<file path="src/rtl/twi_lut_pkg.sv">
package twi_lut_pkg;

    typedef enum logic [3:0] {
        ST_IDLE,
        ST_DEVA,
        ST_ACK_DEV,
        ST_WADDR,
        ST_ACK_WA,
        ST_WDATA,
        ST_ACK_WD,
        ST_RDATA,
        ST_RACK,
        ST_SKIP
    } twi_state_e;

    typedef struct packed {
        twi_state_e  state;
        logic [3:0]  cnt;
        logic [7:0]  sh;
        logic [7:0]  ptr;
        logic        rw;
        logic        oe;
        logic        nack;
    } twi_ctx_t;

    function automatic logic in_window(input logic [7:0] a, input int base, input int depth);
        return (int'(a) >= base) && (int'(a) < base + depth);
    endfunction

endpackage

</file>
<file path="src/rtl/twi_line_sync.sv">
module twi_line_sync #(
    parameter int SYNC_STAGES = 2
) (
    input  logic clk,
    input  logic rst_n,
    input  logic scl_i,
    input  logic sda_i,
    output logic sda_s,
    output logic scl_rise,
    output logic scl_fall,
    output logic start_det,
    output logic stop_det
);
    localparam int PW = SYNC_STAGES + 1;

    typedef struct packed {
        logic [PW-1:0] scl;
        logic [PW-1:0] sda;
    } pipe_t;

    pipe_t pipe_d, pipe_q;

    always_comb begin
        pipe_d.scl = {pipe_q.scl[PW-2:0], scl_i};
        pipe_d.sda = {pipe_q.sda[PW-2:0], sda_i};
    end

    always_ff @(posedge clk or negedge rst_n) begin
        if (!rst_n) pipe_q <= '1;
        else        pipe_q <= pipe_d;
    end

    logic scl_now, scl_prev, sda_now, sda_prev;
    assign scl_now  = pipe_q.scl[PW-2];
    assign scl_prev = pipe_q.scl[PW-1];
    assign sda_now  = pipe_q.sda[PW-2];
    assign sda_prev = pipe_q.sda[PW-1];

    assign sda_s     = sda_now;
    assign scl_rise  = scl_now & ~scl_prev;
    assign scl_fall  = ~scl_now & scl_prev;
    assign start_det = scl_now & scl_prev & sda_prev & ~sda_now;
    assign stop_det  = scl_now & scl_prev & ~sda_prev & sda_now;
endmodule

</file>
<file path="src/rtl/twi_regmap.sv">
module twi_regmap
    import twi_lut_pkg::*;
#(
    parameter int              REG_BASE  = 'h80,
    parameter int              REG_DEPTH = 16,
    parameter int              LUT_BASE  = 'h90,
    parameter int              LUT_DEPTH = 64,
    parameter int              WEL_OFS   = 7,
    parameter logic [REG_DEPTH-1:0] RSV_MASK = 16'hFF14
) (
    input  logic       clk,
    input  logic       rst_n,
    input  logic       wr_stb,
    input  logic [7:0] wr_addr,
    input  logic [7:0] wr_data,
    input  logic [7:0] rd_addr,
    output logic [7:0] rd_data
);
    localparam int REG_AW = $clog2(REG_DEPTH);
    localparam int LUT_AW = $clog2(LUT_DEPTH);

    logic [7:0] reg_q [REG_DEPTH];
    logic [7:0] reg_d [REG_DEPTH];
    logic [7:0] lut_q [LUT_DEPTH];
    logic [7:0] lut_d [LUT_DEPTH];
    logic       wel_q, wel_d;
    logic [7:0] reg_rd [REG_DEPTH];

    logic [REG_AW-1:0] w_roff, r_roff;
    logic [LUT_AW-1:0] w_loff, r_loff;

    assign w_roff = REG_AW'(int'(wr_addr) - REG_BASE);
    assign r_roff = REG_AW'(int'(rd_addr) - REG_BASE);
    assign w_loff = LUT_AW'(int'(wr_addr) - LUT_BASE);
    assign r_loff = LUT_AW'(int'(rd_addr) - LUT_BASE);

    // next state: the latch location is always writable, the rest only with the latch set
    always_comb begin
        reg_d = reg_q;
        lut_d = lut_q;
        wel_d = wel_q;
        if (wr_stb) begin
            if (int'(wr_addr) == REG_BASE + WEL_OFS) begin
                wel_d = wr_data[0];
            end else if (wel_q) begin
                if (in_window(wr_addr, REG_BASE, REG_DEPTH)) begin
                    if (!RSV_MASK[w_roff]) reg_d[w_roff] = wr_data;
                end else if (in_window(wr_addr, LUT_BASE, LUT_DEPTH)) begin
                    lut_d[w_loff] = wr_data;
                end
            end
        end
    end

    always_ff @(posedge clk or negedge rst_n) begin
        if (!rst_n) begin
            for (int i = 0; i < REG_DEPTH; i++) reg_q[i] <= '0;
            for (int i = 0; i < LUT_DEPTH; i++) lut_q[i] <= '0;
            wel_q <= 1'b0;
        end else begin
            reg_q <= reg_d;
            lut_q <= lut_d;
            wel_q <= wel_d;
        end
    end

    // read view per control byte: latch, reserved zero, or stored value
    for (genvar g = 0; g < REG_DEPTH; g++) begin : g_rview
        if (g == WEL_OFS) begin : g_wel
            assign reg_rd[g] = {7'b0, wel_q};
        end else if (RSV_MASK[g]) begin : g_rsv
            assign reg_rd[g] = 8'h00;
        end else begin : g_mem
            assign reg_rd[g] = reg_q[g];
        end
    end

    always_comb begin
        rd_data = 8'h00;
        if (in_window(rd_addr, REG_BASE, REG_DEPTH))      rd_data = reg_rd[r_roff];
        else if (in_window(rd_addr, LUT_BASE, LUT_DEPTH)) rd_data = lut_q[r_loff];
    end
endmodule

</file>
<file path="src/rtl/twi_lut_slave.sv">
module twi_lut_slave
    import twi_lut_pkg::*;
#(
    parameter logic [3:0] DEV_TYPE    = 4'b1010,
    parameter int         SYNC_STAGES = 2,
    parameter int         PAGE_BYTES  = 16,
    parameter int         REG_BASE    = 'h80,
    parameter int         REG_DEPTH   = 16,
    parameter int         LUT_BASE    = 'h90,
    parameter int         LUT_DEPTH   = 64,
    parameter int         WEL_OFS     = 7,
    parameter logic [REG_DEPTH-1:0] RSV_MASK = 16'hFF14
) (
    input  logic       clk,
    input  logic       rst_n,
    input  logic       scl_i,
    input  logic       sda_i,
    input  logic [2:0] strap_i,
    output logic       sda_oe_o
);
    localparam int PB = $clog2(PAGE_BYTES);

    logic sda_s, scl_rise, scl_fall, start_det, stop_det;
    logic mem_wr;
    logic [7:0] rd_data;
    twi_ctx_t ctx_d, ctx_q;

    twi_line_sync #(.SYNC_STAGES(SYNC_STAGES)) i_sync (
        .clk       (clk),
        .rst_n     (rst_n),
        .scl_i     (scl_i),
        .sda_i     (sda_i),
        .sda_s     (sda_s),
        .scl_rise  (scl_rise),
        .scl_fall  (scl_fall),
        .start_det (start_det),
        .stop_det  (stop_det)
    );

    twi_regmap #(
        .REG_BASE  (REG_BASE),
        .REG_DEPTH (REG_DEPTH),
        .LUT_BASE  (LUT_BASE),
        .LUT_DEPTH (LUT_DEPTH),
        .WEL_OFS   (WEL_OFS),
        .RSV_MASK  (RSV_MASK)
    ) i_map (
        .clk     (clk),
        .rst_n   (rst_n),
        .wr_stb  (mem_wr),
        .wr_addr (ctx_q.ptr),
        .wr_data (ctx_q.sh),
        .rd_addr (ctx_q.ptr),
        .rd_data (rd_data)
    );

    function automatic logic [7:0] page_step(input logic [7:0] p);
        logic [7:0] r;
        r = p;
        r[PB-1:0] = p[PB-1:0] + 1'b1;
        return r;
    endfunction

    always_comb begin
        ctx_d  = ctx_q;
        mem_wr = 1'b0;
        if (start_det) begin
            ctx_d.state = ST_DEVA;
            ctx_d.cnt   = '0;
            ctx_d.oe    = 1'b0;
        end else if (stop_det) begin
            ctx_d.state = ST_IDLE;
            ctx_d.cnt   = '0;
            ctx_d.oe    = 1'b0;
        end else if (scl_rise) begin
            case (ctx_q.state)
                ST_DEVA, ST_WADDR, ST_WDATA: begin
                    if (ctx_q.cnt < 4'd8) begin
                        ctx_d.sh  = {ctx_q.sh[6:0], sda_s};
                        ctx_d.cnt = ctx_q.cnt + 4'd1;
                    end
                end
                ST_RDATA: begin
                    if (ctx_q.cnt < 4'd8) ctx_d.cnt = ctx_q.cnt + 4'd1;
                end
                ST_RACK: ctx_d.nack = sda_s;
                default: ;
            endcase
        end else if (scl_fall) begin
            case (ctx_q.state)
                ST_DEVA: begin
                    if (ctx_q.cnt == 4'd8) begin
                        if (ctx_q.sh[7:4] == DEV_TYPE && ctx_q.sh[3:1] == strap_i) begin
                            ctx_d.state = ST_ACK_DEV;
                            ctx_d.oe    = 1'b1;
                            ctx_d.rw    = ctx_q.sh[0];
                        end else begin
                            ctx_d.state = ST_SKIP;
                        end
                    end
                end
                ST_ACK_DEV: begin
                    ctx_d.cnt = '0;
                    if (ctx_q.rw) begin
                        ctx_d.state = ST_RDATA;
                        ctx_d.sh    = rd_data;
                        ctx_d.oe    = ~rd_data[7];
                    end else begin
                        ctx_d.state = ST_WADDR;
                        ctx_d.oe    = 1'b0;
                    end
                end
                ST_WADDR: begin
                    if (ctx_q.cnt == 4'd8) begin
                        ctx_d.ptr   = ctx_q.sh;
                        ctx_d.oe    = 1'b1;
                        ctx_d.state = ST_ACK_WA;
                    end
                end
                ST_WDATA: begin
                    if (ctx_q.cnt == 4'd8) begin
                        mem_wr      = 1'b1;
                        ctx_d.ptr   = page_step(ctx_q.ptr);
                        ctx_d.oe    = 1'b1;
                        ctx_d.state = ST_ACK_WD;
                    end
                end
                ST_ACK_WA, ST_ACK_WD: begin
                    ctx_d.oe    = 1'b0;
                    ctx_d.cnt   = '0;
                    ctx_d.state = ST_WDATA;
                end
                ST_RDATA: begin
                    if (ctx_q.cnt == 4'd8) begin
                        ctx_d.oe    = 1'b0;
                        ctx_d.ptr   = page_step(ctx_q.ptr);
                        ctx_d.state = ST_RACK;
                    end else begin
                        ctx_d.sh = {ctx_q.sh[6:0], 1'b0};
                        ctx_d.oe = ~ctx_q.sh[6];
                    end
                end
                ST_RACK: begin
                    ctx_d.cnt = '0;
                    if (ctx_q.nack) begin
                        ctx_d.state = ST_SKIP;
                    end else begin
                        ctx_d.state = ST_RDATA;
                        ctx_d.sh    = rd_data;
                        ctx_d.oe    = ~rd_data[7];
                    end
                end
                default: ;
            endcase
        end
    end

    always_ff @(posedge clk or negedge rst_n) begin
        if (!rst_n) ctx_q <= '0;
        else        ctx_q <= ctx_d;
    end

    assign sda_oe_o = ctx_q.oe;
endmodule

</file>
<file path="config.mk">
export PLATFORM = sky130hd
export DESIGN_NAME = twi_lut_slave
export DESIGN_NICKNAME = d
export VERILOG_FILES = /design/src/rtl/twi_lut_pkg.sv /design/src/rtl/twi_line_sync.sv /design/src/rtl/twi_regmap.sv /design/src/rtl/twi_lut_slave.sv
export SDC_FILE = /design/constraint.sdc
export NUM_CORES = 1
export LEC_CHECK = 0
export BUFFER_PORTS_ARGS = -buffer_cell sky130_fd_sc_hd__buf_2
export CAP_MARGIN = 10
export CORE_MARGIN = 2
export CORE_UTILIZATION = 40
export DETAILED_ROUTE_END_ITERATION = 12
export PLACE_DENSITY_LB_ADDON = 0.15
export SLEW_MARGIN = 10
export SYNTH_ARGS = -nofsm -noshare
export SYNTH_HDL_FRONTEND = slang
export SYNTH_SLANG_ARGS = --single-unit
export TNS_END_PERCENT = 5
</file>
<file path="constraint.sdc">
create_clock -name clk -period 3.1 [get_ports clk]
set_clock_uncertainty 0.15 [all_clocks]
set_input_delay 0.31 -clock clk [delete_from_list [all_inputs] [get_ports clk]]
set_output_delay 0.31 -clock clk [all_outputs]
set_load 0.01 [all_outputs]
</file>
After elaboration in Yosys (flattened, before gate mapping)
Memory sizes are Yosys's and may differ from the RTL's.
Index checks and enable logic that the tools add are counted.

word-level totals
  bits in registers = 674
  ROM bits = 16
  input bits = 7
  memories kept = 1

cells by class
  add/subtract/negate cells = 4
  magnitude comparators = 10
  equal/unequal tests = 30
  mux-type cells = 57
  bitwise operators = 22
  reduce and logical (&&, ||, !) cells = 29

memories
  name              words  bits a word  read ports  clocked after Yosys merged registers in  wr ports  line              text
  (name not given)  16     1            1           0                                        0         twi_regmap.sv:47  if (!RSV_MASK[w_roff]) reg_d[w_roff] = wr_data;

operators with widths
  cell                count
  $bwmux 512          1
  $bwmux 128          1
  $mux 8              15
  $bmux 8 s6          1
  $demux 8 s6         1
  $mux 4              10
  $reduce_and 7->1    5
  $bmux 8 s4          1
  $demux 8 s4         1
  $pmux 4 s7          1
  $mux 26             1
  $mux 12             2
  $ne 4x2->1 const B  6
  $pmux 8 s3          1
  $eq 4x3->1 const B  4
  $ge 8x8->1 const B  2
  $lt 8x8->1 const B  2
  $pmux 8 s2          1
  $mux 1              15
  $ne 5x5->1 const B  3
  $reduce_and 5->1    3
  $not 1->1           13
  $eq 4x4->1 const B  3
  $reduce_bool 4->1   3
  36 further kinds    56

Longest topological paths before layout
  depth after elaboration = 14
  gate-level depth with buffers = 11
  gate-level depth less buffers = 9

By module
A second synthesis with hierarchy kept.

unflattened totals
  cells, all modules = 1,872
  area, all modules = 27,577.7 um^2

modules (own cells, without submodules)
  module         instances  cells an instance  area an instance (um^2)  seq. area each (um^2)
  twi_regmap     1          1,676              25,593.3                 13,838.3
  twi_lut_slave  1          186                1,794.2                  675.6
  twi_line_sync  1          10                 190.2                    157.7

Worst setup path before layout
OpenSTA, ideal clock, no wires.

  path kind = register to register
  start = reg ctx_q[7] (netlist name)
  end = reg i_map.lut_q[160] (netlist name)
  library setup time = 125 ps
  data arrival time = 2,680 ps
  required time = 2,825 ps
  setup slack = 145 ps
  stages on the path, launching flop included = 12
  clock period less this slack = 2,955 ps
  cells stage by stage = dfrtp_1 > clkbuf_1 > clkinv_1 > ha_1 > xnor2_1 > and2_1 > nand4_1 > nor2_1 > and2_1 > buf_2 > nand2_1 > mux2_2

on the way
  word-level cells in the longest chain between the ends = 7

ends and longest elaborated chain
  element                                                                line                  text
  from (decl)                                                            twi_lut_slave.sv:26   twi_ctx_t ctx_d, ctx_q;
  from (signal assigned)                                                 twi_lut_slave.sv:160  else ctx_q <= ctx_d;
  $sub 6x5->6                                                            twi_regmap.sv:34      assign w_loff = LUT_AW'(int'(wr_addr) - LUT_BASE);
  $not 6->7 (not written as such)                                        twi_regmap.sv:49      lut_d[w_loff] = wr_data;
  $ge 7x7->1 (not written as such) / $lt 7x1->1 (equally long branches)  twi_regmap.sv:49
  $logic_and 1x1->1 (not written as such)                                twi_regmap.sv:49
  $mux 8 (not written as such)                                           twi_regmap.sv:49
  $demux 8 s6                                                            twi_regmap.sv:49
  $bwmux 512                                                             twi_regmap.sv:49
  to (signal assigned)                                                   twi_regmap.sv:62      lut_q <= lut_d;
  to (decl)                                                              twi_regmap.sv:24      logic [7:0] lut_q [LUT_DEPTH];

Several ways; a longest one is shown, not always the timed one.
A chain may end at the register's enable or synchronous reset.

Worst setup path after layout
  start = reg ctx_q[4] (netlist name)
  end = reg ctx_q[12] (netlist name)

on the way
  word-level cells in the longest chain between the ends = 11

ends and longest elaborated chain
  element                                    line                                        text
  $sub 6x5->6                                twi_regmap.sv:35                            assign r_loff = LUT_AW'(int'(rd_addr) - LUT_BASE);
  $not 6->7 (not written as such)            twi_regmap.sv:81                            else if (in_window(rd_addr, LUT_BASE, LUT_DEPTH)) rd_data = lut_q[r_loff];
  $bmux 8 s6                                 twi_regmap.sv:81
  $mux 8 (not written as such) (2 in a row)  twi_regmap.sv:81
  $mux 8                                     twi_regmap.sv:81
  $mux 8 *                                   twi_regmap.sv:80                            if (in_window(rd_addr, REG_BASE, REG_DEPTH)) rd_data = reg_rd[r_roff];
  $mux 8 (on tied branches)                  twi_lut_slave.sv:145, twi_lut_slave.sv:104
  $pmux 8 s3 *                               twi_lut_slave.sv:90                         case (ctx_q.state)
  $mux 26 *                                  twi_lut_slave.sv:89                         end else if (scl_fall) begin
  $mux 12 *                                  twi_lut_slave.sv:75                         end else if (scl_rise) begin

Every way passes the cells marked *; elsewhere a longest branch is shown, timed or not. The select of a mux whose other input is x is not followed.

==> impl_metrics.json <==
{
  "status": "completed",
  "synth_edf_count": 0,
  "worstPathRequired_ps": 3410,
  "cp_common_cell": "buf_4",
  "drt_first_pass_iters": 9,
  "cpMaxStageDelayCell": "dfrtp_4",
  "slew_headroom_pct": 28.7,
  "cts-htree-levels": 3,
  "syn_area_mm2": 0.0278,
  "finalSetupViolations": 0,
  "avgViaCountPerCell": 5.82,
  "crit_chain": "buf_12 > and2_1 > buf_4 > a221o_1 > a2111oi_1 > buf_4 > nor4_2 > nand4b_1 > a22oi_1",
  "synth_nets": 2165,
  "worstReg2RegEnd": "ctx_q[12]",
  "critical_path.top_delay_family": "compound AO/OA/AOI/OAI gates",
  "yosys.cell_count.top_type": "mux2_2",
  "grt_pass1_wl_um": 134000,
  "async_flop_share_pct": 100,
  "clk_pin_slew_ps": 60,
  "ff2ff_path_depth": 9,
  "cp-start-kind": "register",
  "yosys-top-cells-count": "mux2_2 (607), dfrtp_1 (580), clkbuf_1 (113)",
  "arrival_ps": 3350,
  "ir_worst_vdd_uv": 1020,
  "fin_util_pct": 47.9,
  "syn_inst": 2144,
  "num_io_pins": 8,
  "timing.final.crit_period_ps": 3040,
  "drive_above_1_share_pct": 45.4,
  "synth_compound_area_share_pct": 8.91,
  "yosys.cell_types.count": 67,
  "antenna_found_initial": 1,
  "power_density_mw_per_mm2": 550,
  "fin_ws_ps": 58.0,
  "cts_buffers": 69,
  "portBuffers": 7,
  "insertion_delay_ps": 620,
  "die_area_mm2": 0.0716,
  "multiInputGateArea_mm2": 0.0124,
  "ys_top_cells_by_area": "dfrtp_1 (52%), mux2_2 (25%), mux2i_1 (2.5%), mux4_2 (2.2%), a221oi_1 (1.9%)",
  "synth.ff_latch_count": 586,
  "ant_nets": 0,
  "cpPeakStageDelay_ps": 590,
  "yosysSeqAreaShare_pct": 52.8,
  "drc": 0,
  "tightest_slew_ps": 1070,
  "die_x_um": 268,
  "start_util_pct": 40.4,
  "r2r_slack_ps": 60,
  "drt-total-wl_um": 88800,
  "p_seq_share_pct": 43.1,
  "fp.coreArea_mm2": 0.0687,
  "maxCapViolCount": 0,
  "leakage_nw": 15.6,
  "rows": 96,
  "crit_buf_inv": 3,
  "hold_viol": 0,
  "synth_simple_gate_area_share_pct": 5.34,
  "syn2layout_area_growth_pct": 18.4,
  "slew_violations": 0,
  "cp-end-kind": "register",
  "synth_top_cell_area_share_pct": 52.2,
  "p_sw_w": 0.00498,
  "syn_area_per_cell_um2": 13.0,
  "die_h_um": 268,
  "wl_per_cell_um": 27.2,
  "grt_max_degree": 77,
  "ys.flop_type": "dfrtp_1",
  "clockBufferDepth": 3,
  "seq_area_mm2": 0.0147,
  "grt_usage_pct": 25.3,
  "drt_iter0_drc": 1492,
  "worstReg2RegStart": "ctx_q[4]",
  "cts_sinks": 586,
  "overflow": 0,
  "power_frac_comb_pct": 10.5,
  "swShare_pct": 27.5,
  "synth_top_area_cell": "dfrtp_1",
  "grt_pass1_vias": 19900,
  "hold_path.class": "in2async",
  "root_buffer": "clkbuf_16",
  "synth_xor_area_share_pct": 0.189,
  "internal_power_w": 0.0131,
  "setup_tns_ps": 0,
  "finalWeightedCongestion": 0.952,
  "synth_warnings": 0,
  "dp_slack_ps": -149,
  "num_vias": 19000,
  "nets": 2302,
  "worstSetupPathDepth": 9,
  "crit_path_max_fanout": 23,
  "synth_fa_ha_area_share_pct": 0.631,
  "cts_tree": "built",
  "post_synth_mux_area_share_pct": 29.3,
  "crit_type": "reg2reg",
  "n_fill_cell": 6160,
  "synth_top_family_by_area": "multiplexers",
  "fmax_mhz": 329,
  "finalCritPeriodShare_pct": 98.1,
  "power_frac_clock_pct": 46.4,
  "dp_hpwl_um": 59000
}
-- final cells by class --
cell class / instances / area share, %
clock buffer: 99 / 6.27
sequential: 586 / 44.7
tap: 931 / 3.54
clock inverter: 29 / 0.925
antenna: 1 / 0.00761
timing repair buffer: 234 / 6.64
multi-input combinational: 1372 / 37.7
inverter: 18 / 0.205
-- worst max path at each step --
stage,startpoint,end,slack (ps)
after global routing,ctx_q[7],i_map.lut_q[368],-30
after CTS,ctx_q[4],ctx_q[12],20
after floorplan,ctx_q[7],i_map.lut_q[160],150
after global placement,i_sync.pipe_q[5],i_map.lut_q[134],-110
after detailed placement,i_sync.pipe_q[5],i_map.lut_q[133],-150
final,ctx_q[4],ctx_q[12],60
-- cell families after synthesis --
| kind of cell | Yosys count |
|---|---|
| AOI/OAI and AO/OA | 344 |
| and+or+nand+nor | 304 |
| xor gates and xnor gates | 6 |
| adders and majority gates | 14 |
| DFF | 586 |
| buffers and inverters | 186 |
| muxes | 704 |
-- metrics by stage --
stage	total power (W)	instance area, um2	hold slack (ps)	std cells
3_3_place_gp	0.00983	30400	200	3137
2_1_floorplan	0.00892	27800	-136	2144
6_report	0.0181	32900	194	3270
5_1_grt	0.0187	32900	192	3269
4_1_cts	0.0183	32900	180	3268
3_5_place_dp	0.00986	30400	198	3137
-- layer usage --
layer | global-route usage [%] | wire, um | vias up | share of wire, %
met5 | 0 | 0 | - | 0
met4 | 8.43 | 3010 | 0 | 3.4
met3 | 4.39 | 4640 | 186 | 5.2
met2 | 40.3 | 41200 | 564 | 46
met1 | 35.0 | 40000 | 10000 | 45
li1 | - | - | 8253 | -
-- timing repair --
action | CTS | global route
resized for setup | 5 | 6
gates cloned | 0 | 0
hold endpoints to repair | 60 | 0
endpoints found under the setup margin | 324 | 89
pin swaps | 2 | 1
hold buffers | 3 | 0
buffers inserted | 0 | 1
-- registers in the layout (all words and copies together) (netlist names) --
signal,flops
ctx_q,26
i_map.lut_q,512
i_map.reg_q,40
i_map.wel_q,1
i_sync.pipe_d,3
i_sync.pipe_q,2
i_sync.sda_s,1
sda_oe_o,1
-- layout by cell type (no fill, tap or decap), types with 5 or more instances in the layout --
master     count
nand2_1      101
dfstp_2        6
mux2i_1       70
clkbuf_1      11
mux4_2        27
a31oi_1       13
and3_1         9
o221ai_1      10
o21ai_0       61
dfrtp_1      569
clkinv_2      16
inv_1         14
a221o_1       17
and2_1        15
nor2_1        65
nand3_1       16
bufinv_16      5
dfrtp_2        8
a22oi_1       37
buf_2          6
ha_1          14
a211oi_1       6
a221oi_1      61
buf_4        190
o211ai_1       8
clkbuf_16     72
buf_12        34
o22ai_1        9
mux2_2       607
a21oi_1       62
nor3_1        14
nand2_2       41
nor2b_1        8
clkbuf_8      16
a22o_1        11
-- power by group through the flow --
stage / sequential (W) / clock, W / combinational, W
floorplan: 0.00790 / 0 / 0.00101
global placement: 0.00793 / 0 / 0.00190
detailed placement: 0.00793 / 0 / 0.00192
CTS: 0.00780 / 0.00856 / 0.00193
global route: 0.00780 / 0.00887 / 0.00206
finish: 0.00780 / 0.00839 / 0.00191
Note: power is estimated with default switching activity, not from simulation.
